<file path="src/rtl/acd_pkg.sv">
package acd_pkg;
  typedef enum logic {SRC_SYS = 1'b0, SRC_PLL = 1'b1} acd_src_e;
endpackage

</file>
<file path="src/rtl/acd_stage.sv">
module acd_stage #(
  parameter int W = 7
) (
  input  logic         clk_i,
  input  logic         rst_ni,
  input  logic         pwr_i,
  input  logic         in_stb_i,
  input  logic [W-1:0] field_i,
  output logic         out_stb_o
);
  logic [W-1:0] cnt_q;
  logic [W-1:0] last;
  logic         hit;

  // field 0 wraps to all ones: a ratio of 2**W
  assign last      = field_i - 1'b1;
  assign hit       = (cnt_q == last);
  assign out_stb_o = pwr_i & in_stb_i & hit;

  always_ff @(posedge clk_i) begin
    if (!rst_ni || !pwr_i) begin
      cnt_q <= '0;
    end else if (in_stb_i) begin
      if (hit || cnt_q > last) cnt_q <= '0;
      else                     cnt_q <= cnt_q + 1'b1;
    end
  end

  AST_CNT_CLR_OFF: assert property (@(posedge clk_i) disable iff (!rst_ni)
    $past(!pwr_i) |-> cnt_q == '0);
  AST_CNT_ZERO_AFTER_STB: assert property (@(posedge clk_i) disable iff (!rst_ni)
    $past(out_stb_o) |-> cnt_q == '0);
endmodule

</file>
<file path="src/rtl/acd_budget.sv">
module acd_budget #(
  parameter int DIV_W = 7,
  parameter int OSR_W = 10,
  parameter int RC_W  = 8,
  parameter int SHIFT = 5
) (
  input  logic [DIV_W-1:0] m_div_i,
  input  logic [OSR_W-1:0] osr_i,
  input  logic [RC_W-1:0]  rc_need_i,
  output logic             ok_o
);
  localparam int PW = DIV_W + OSR_W + 2;

  logic [DIV_W:0] m_ratio;
  logic [OSR_W:0] osr_ratio;
  logic [PW-1:0]  prod;
  logic [PW-1:0]  budget;

  assign m_ratio   = {m_div_i == '0, m_div_i};
  assign osr_ratio = {osr_i == '0, osr_i};
  assign prod      = PW'(m_ratio) * PW'(osr_ratio);
  assign budget    = prod >> SHIFT;
  assign ok_o      = budget >= PW'(rc_need_i);
endmodule

</file>
<file path="src/rtl/acd_top.sv">
module acd_top #(
  parameter int DIV_W = 7,
  parameter int OSR_W = 10,
  parameter int RC_W  = 8,
  parameter int SHIFT = 5
) (
  input  logic             clk_i,
  input  logic             rst_ni,
  input  logic             sys_tick_i,
  input  logic             pll_tick_i,
  input  logic             src_sel_i,
  input  logic [DIV_W-1:0] n_div_i,
  input  logic             n_pwr_i,
  input  logic [DIV_W-1:0] m_div_i,
  input  logic             m_pwr_i,
  input  logic [OSR_W-1:0] osr_i,
  input  logic [RC_W-1:0]  rc_need_i,
  output logic             codec_tick_o,
  output logic             n_stb_o,
  output logic             m_stb_o,
  output logic             fs_stb_o,
  output logic             cfg_ok_o
);
  import acd_pkg::*;

  logic osr_stb;
  logic osr_pwr;

  assign codec_tick_o = (acd_src_e'(src_sel_i) == SRC_PLL) ? pll_tick_i : sys_tick_i;
  assign osr_pwr      = n_pwr_i & m_pwr_i;

  acd_stage #(.W(DIV_W)) n_stage_i (
    .clk_i(clk_i), .rst_ni(rst_ni), .pwr_i(n_pwr_i),
    .in_stb_i(codec_tick_o), .field_i(n_div_i), .out_stb_o(n_stb_o));

  acd_stage #(.W(DIV_W)) m_stage_i (
    .clk_i(clk_i), .rst_ni(rst_ni), .pwr_i(osr_pwr),
    .in_stb_i(n_stb_o), .field_i(m_div_i), .out_stb_o(m_stb_o));

  acd_stage #(.W(OSR_W)) osr_stage_i (
    .clk_i(clk_i), .rst_ni(rst_ni), .pwr_i(osr_pwr),
    .in_stb_i(m_stb_o), .field_i(osr_i), .out_stb_o(osr_stb));

  acd_budget #(.DIV_W(DIV_W), .OSR_W(OSR_W), .RC_W(RC_W), .SHIFT(SHIFT)) budget_i (
    .m_div_i(m_div_i), .osr_i(osr_i), .rc_need_i(rc_need_i), .ok_o(cfg_ok_o));

  assign fs_stb_o = osr_stb & cfg_ok_o;

  AST_FS_IN_CASCADE: assert property (@(posedge clk_i) disable iff (!rst_ni)
    fs_stb_o |-> (m_stb_o && n_stb_o && codec_tick_o));
  AST_FS_GATED: assert property (@(posedge clk_i) disable iff (!rst_ni)
    !cfg_ok_o |-> !fs_stb_o);
  AST_N_OFF_QUIET: assert property (@(posedge clk_i) disable iff (!rst_ni)
    !n_pwr_i |-> !(n_stb_o || m_stb_o || fs_stb_o));
  AST_M_OFF_QUIET: assert property (@(posedge clk_i) disable iff (!rst_ni)
    !m_pwr_i |-> !(m_stb_o || fs_stb_o));
endmodule

</file>
<file path="config.mk">
export PLATFORM = sky130hd
export DESIGN_NAME = acd_top
export DESIGN_NICKNAME = d
export VERILOG_FILES = /design/src/rtl/acd_pkg.sv /design/src/rtl/acd_stage.sv /design/src/rtl/acd_budget.sv /design/src/rtl/acd_top.sv
export SDC_FILE = /design/constraint.sdc
export NUM_CORES = 1
export LEC_CHECK = 0
export ABC_AREA = 1
export BUFFER_PORTS_ARGS = -buffer_cell sky130_fd_sc_hd__buf_2
export CAP_MARGIN = 40
export CORE_MARGIN = 2
export CORE_UTILIZATION = 36
export CTS_BUF_LIST = sky130_fd_sc_hd__clkbuf_16
export DETAILED_ROUTE_END_ITERATION = 6
export GPL_ROUTABILITY_DRIVEN = 0
export SLEW_MARGIN = 20
export SYNTH_ARGS = -nofsm -noshare
export SYNTH_HDL_FRONTEND = slang
export SYNTH_SLANG_ARGS = --single-unit
export TNS_END_PERCENT = 1
</file>
<file path="constraint.sdc">
create_clock -name clk_i -period 6.15 [get_ports clk_i]
set_clock_uncertainty 0.1 [all_clocks]
set_input_delay 0.3075 -clock clk_i [delete_from_list [all_inputs] [get_ports clk_i]]
set_output_delay 0.3075 -clock clk_i [all_outputs]
set_load 0.02 [all_outputs]
</file>
* Yosys cells after proc, flatten, opt, wreduce, memory -nomap -nowiden *
Index checks and enable logic that the tools add are counted.

word-level totals
  flip-flop bits (word level) = 24
  input bits = 39
  output and inout port bits = 5
  word-level logic and storage cells = 39

cells by class
  add/sub/neg operators = 6
  $mul = 1
  order comparisons = 4
  eq/ne operators = 3
  multiplexer cells = 4
  bitwise operators = 8
  reductions and logical operators = 10

operators by type and width
  cell                     number
  $mul A8 B11 Y19          1
  $add A7 B1 Y7 const B    2
  $eq A7 B7 Y1             2
  $ge A14 B8 Y1            1
  $gt A7 B7 Y1             2
  $mux W7                  2
  $sub A7 B1 Y7 const B    2
  $add A10 B1 Y10 const B  1
  $eq A10 B10 Y1           1
  $gt A10 B10 Y1           1
  $logic_not A10 Y1        1
  $mux W10                 1
  $sub A10 B1 Y10 const B  1
  $and A1 B1 Y1            8
  $logic_not A7 Y1         1
  $logic_or A1 B1 Y1       5
  $logic_not A1 Y1         3
  $mux W1                  1

* Logic depth before layout (Yosys ltp) *
  depth in word-level cells = 8
  mapped depth = 32

* Hierarchy *
Synthesis repeated with hierarchy kept, for this count alone.

unflattened totals
  cell total of the unflattened synthesis = 804
  area total of the unflattened synthesis = 5516.5 µm²

modules (own cells, without submodules)
  module                      instances  cells an instance  area an instance (µm²)  sequential area each (µm²)
  acd_budget                  1          475                3261.9                  0.0
  acd_stage at m_stage_i ...  2          97                 670.6                   140.1
  acd_stage at osr_stage_i    1          127                883.3                   200.2
  acd_top                     1          8                  30.0                    0.0

* Least setup slack after synthesis *
OpenSTA, ideal clock, no wires.

  kind = input-to-output
  start = input m_div_i[0]
  end = output fs_stb_o
  arrival = 5.445 ns
  required time = 5.742 ns
  slack = 0.298 ns
  stages on the path = 31
  path buffers = 1
  path through = clkbuf_1 -> inv_1 -> ha_1 -> nand4_1 -> inv_1 -> nand2_1 -> fa_1 -> fa_1 -> inv_1 -> fa_1 -> inv_1 -> fa_1 -> inv_1 -> ha_1 -> nand2_1 -> nor2_1 -> nand3_1 -> nand2_1 -> xnor2_1 -> inv_1 -> ha_1 -> nand2_1 -> nor2_1 -> nand2_1 -> nand3_1 -> nand2_1 -> nand3_1 -> nor2_1 -> nand3_1 -> nor2_1 -> a21oi_1

between the ends
  cells in the longest elaborated chain, start to end = 6
  elaborated cells between the ends (all ways) = 9
  classes of those cells = add/sub: 1; mul: 1; order compare: 1; eq/ne: 1; bitwise: 4; reduce/logical: 1

RTL lines
  what                                                                     RTL line       text
  from (decl)                                                              acd_top.sv:14  input logic [DIV_W-1:0] m_div_i,
  parallel branches: the longest is 5 deep, another holds $mul A8 B11 Y19  --
  $and A1 B1 Y1 (*)                                                        acd_top.sv:47  assign fs_stb_o = osr_stb & cfg_ok_o;
  to (decl)                                                                acd_top.sv:21  output logic fs_stb_o,

Mark *: on every way between the ends.

* Worst setup path after layout *
  start = input m_div_i[1]
  end = output fs_stb_o

The elaborated chain is that of the path after synthesis.

==> flow_summary.json <==
{
  "worstSetupPathDepth": 32,
  "yosys.area_share.simple": 0.263,
  "clk_pin_slew_worst_paths_ns": 0.06,
  "cap_violations": 0,
  "ant_nets": 0,
  "reg2regPathDepth": 8,
  "clock_path_buffers": 2,
  "synth_fa_ha_area_frac": 0.376,
  "max_slew_margin": 0.627,
  "core.rowCount": 44,
  "synth_top_family_by_area": "adder cells",
  "final_nets": 985,
  "critPathLaunchType": "input port",
  "post_drt_wl_per_cell_um": 12.3,
  "hold_viol_final": 0,
  "cp_slowest_cell": "fa_1",
  "status": "finished, final reports clean",
  "rr_endpoint": "osr_stage_i.cnt_q[5]$_SDFFE_PP0P_",
  "drtIter0Drc": 223,
  "netlist_area_um2": 5350,
  "cp.arrival_ns": 5.38,
  "start_util": 0.368,
  "root_buffer": "clkbuf_16",
  "ys_ff_latch": 24,
  "ir_drop_uv": 239,
  "cts_tree": "done",
  "syn_inst": 774,
  "core_area_um2": 14500,
  "synth_seq_area_share": 0.0898,
  "critPathRequiredTime_ns": 5.74,
  "r2r-start": "n_stage_i.cnt_q[4]$_SDFFE_PP0P_",
  "ios": 44,
  "worstPathMaxFanout": 4,
  "antenna_found_initial": 0,
  "finalCritPeriodShare": 0.940,
  "slew_viol_final": 0,
  "fill_cells": 1541,
  "synthMuxAreaShare": 0,
  "pre_cts_slack_ns": 0.129,
  "grt_pass1_vias": 4459,
  "synth-compound-area-share": 0.0657,
  "die_w_um": 126,
  "rsz0062_at_grt": "false",
  "syn_nets": 942,
  "tns_ns": 0,
  "die_area_um2": 15800,
  "synth.distinct_cells": 38,
  "clkSinkCount": 24,
  "numCtsBuffers": 3,
  "grt.overflow.total": 0,
  "via_per_inst": 4.68,
  "path_delay_family": "adder cells",
  "place_area_um2": 5800,
  "drc": 0,
  "area_delta_synth_final_pct": 11.9,
  "vias": 4684,
  "p_leak_nw": 3.30,
  "instances_no_fill": 1000,
  "diodes": 0,
  "worst_path_largest_cell_delay_ns": 0.54,
  "grt_pass1_wl_mm": 21.9,
  "port-buffer-count": 43,
  "worstSetupPathType": "in -> out",
  "dp.cells": 995,
  "synth_xor_area_frac": 0.0639,
  "finalInstanceArea_um2": 5990,
  "routed_wl_mm": 12.3,
  "crit_path_end": "fs_stb_o",
  "fmax_mhz": 173,
  "yosys_warnings": 0,
  "period_minus_slack_ns": 5.78,
  "avgSynthCellArea_um2": 6.91,
  "gr-usage-all-layers": 0.164,
  "worstSkewPairLatency_ns": 0.26,
  "cellPowerDensity_nw_per_um2": 230,
  "cts_max_level": 1,
  "drive_gt1_frac": 0.108,
  "end_kind": "output port",
  "fp.dieH_um": 126,
  "grt_max_degree": 15,
  "worst_pin_slew_ns": 0.558,
  "cp-startpoint": "m_div_i[1]",
  "reg2reg_setup_slack_ns": 3.80,
  "path_buf_inv": 9,
  "crit_top_cell": "inv_1",
  "firstDrtPassIters": 4,
  "hold_path.class": "in -> reg",
  "place_hpwl_mm": 10.5,
  "setup_viol": 0,
  "post-route-worst-setup-slack_ns": 0.367
}
## layer usage
metal / track usage / wire length [um] / vias up
met5: 0 / 0 / -
met4: 0.0175 / 61 / 0
met3: 0.0115 / 600 / 4
met2: 0.260 / 5470 / 100
met1: 0.253 / 6190 / 2115
li1: - / - / 2465
## repair_timing
action                     in CTS  in global routing
hold buffers                    0                  0
gates resized for setup         0                 17
buffers inserted                0                  1
setup endpoints to repair       0                  2
## Yosys cell counts
master | instances | area, um2
a211oi_1 | 2 | 15.0
a21oi_1 | 35 | 175
a31o_2 | 2 | 17.5
a31oi_1 | 3 | 18.8
and3_1 | 1 | 6.26
buf_1 | 1 | 3.75
buf_2 | 1 | 5.00
buf_4 | 1 | 7.51
buf_6 | 1 | 11.3
clkbuf_1 | 14 | 52.6
clkinv_1 | 1 | 3.75
clkinv_2 | 1 | 5.00
dfxtp_1 | 24 | 480
fa_1 | 53 | 1060
ha_1 | 76 | 951
inv_1 | 178 | 668
nand2_1 | 192 | 721
nand2_2 | 3 | 18.8
nand3_1 | 22 | 110
nand3_2 | 1 | 10.0
nand3b_1 | 6 | 45.0
nand4_1 | 20 | 125
nand4_2 | 4 | 50.1
nor2_1 | 55 | 206
nor2_2 | 1 | 6.26
nor2_4 | 1 | 11.3
nor3_1 | 12 | 60.1
nor3_4 | 1 | 16.3
nor4_1 | 3 | 18.8
o2111ai_1 | 1 | 8.76
o211ai_1 | 1 | 7.51
o21a_1 | 2 | 15.0
o21ai_0 | 6 | 30.0
o21ai_1 | 4 | 20.0
o21bai_1 | 5 | 37.5
o22ai_1 | 1 | 6.26
xnor2_1 | 11 | 96.3
xor2_1 | 28 | 245
## power by group
group          leakage, nW  switching, mW  internal (mW)  total, mW
sequential           0.193       0.000587          0.156      0.156
clock               0.0511         0.0587          0.130      0.188
combinational         3.06          0.609          0.422       1.03
## cells by family (layout without fill, tap and decap cells)
| family | count (synthesis) | in the layout |
|---|---|---|
| AO/OA/AOI/OAI | 62 | 62 |
| buffers and inverters | 198 | 240 |
| AND/OR/NAND/NOR | 322 | 322 |
| XOR/XNOR | 39 | 39 |
| adder cells (fa/ha/maj) | 129 | 129 |
| flip-flops | 24 | 24 |
## metrics by stage
stage                util  power (mW)  hold slack [ns]
floorplan               -       0.896            0.347
global placement    0.399        1.11            0.389
detailed placement  0.399        1.11            0.393
CTS                 0.407        1.31            0.203
global route        0.412        1.56            0.226
finish              0.412        1.38            0.202
## final cells by class
type | instances | area (um2) | area share
multi-input combinational | 552 | 4180 | 0.698
inverter | 180 | 677 | 0.113
sequential | 24 | 480 | 0.0803
timing repair buffer | 56 | 313 | 0.0523
tap | 184 | 230 | 0.0385
clock buffer | 3 | 75.1 | 0.0125
clock inverter | 1 | 30.0 | 0.00502
## flip-flops by register name, indices dropped and copies added (netlist names)
| register | flops |
|---|---|
| n_stage_i.cnt_q | 7 |
| m_stage_i.cnt_q | 7 |
| osr_stage_i.cnt_q | 10 |
## worst reg2reg max path, cell delays in order, from the launching register on
cell	delay [ns]
dfxtp_1	0.35
ha_1	0.33
nand2_1	0.07
nor2_2	0.09
nand4_2	0.11
nor3_4	0.46
nand2_2	0.19
o21ai_1	0.43
nor2_1	0.10
## worst min path at each step
stage / startpoint / to / slack, ns / depth (start not counted)
floorplan: n_pwr_i / n_stage_i.cnt_q[1]$_SDFFE_PP0P_ / 0.35 / 2
global placement: n_stage_i.cnt_q[0]$_SDFFE_PP0P_ / n_stage_i.cnt_q[0]$_SDFFE_PP0P_ / 0.39 / 2
detailed placement: m_stage_i.cnt_q[6]$_SDFFE_PP0P_ / m_stage_i.cnt_q[6]$_SDFFE_PP0P_ / 0.39 / 2
CTS: rst_ni / n_stage_i.cnt_q[1]$_SDFFE_PP0P_ / 0.20 / 3
global route: rst_ni / n_stage_i.cnt_q[1]$_SDFFE_PP0P_ / 0.23 / 3
finish: rst_ni / n_stage_i.cnt_q[1]$_SDFFE_PP0P_ / 0.20 / 3
## cell usage in the layout, fill, tap and decap left out, types with 2 or more instances in the layout
| cell | count |
|---|---|
| nand4_2 | 4 |
| o21a_1 | 2 |
| nor3_1 | 12 |
| inv_1 | 177 |
| a21oi_1 | 33 |
| dfxtp_1 | 24 |
| a31oi_1 | 3 |
| nor2_2 | 3 |
| o21ai_0 | 6 |
| xor2_1 | 27 |
| nand3_1 | 22 |
| nand4_1 | 20 |
| a21oi_2 | 2 |
| nand2_1 | 188 |
| o21ai_1 | 4 |
| o21bai_1 | 5 |
| ha_4 | 3 |
| nand3b_1 | 6 |
| clkbuf_16 | 3 |
| fa_1 | 53 |
| ha_1 | 72 |
| nand2_2 | 7 |
| nor4_1 | 3 |
| a31o_2 | 2 |
| buf_4 | 13 |
| buf_2 | 43 |
| a211oi_1 | 2 |
| xnor2_1 | 11 |
| nor2_1 | 53 |
(Power assumes the default switching activity.)
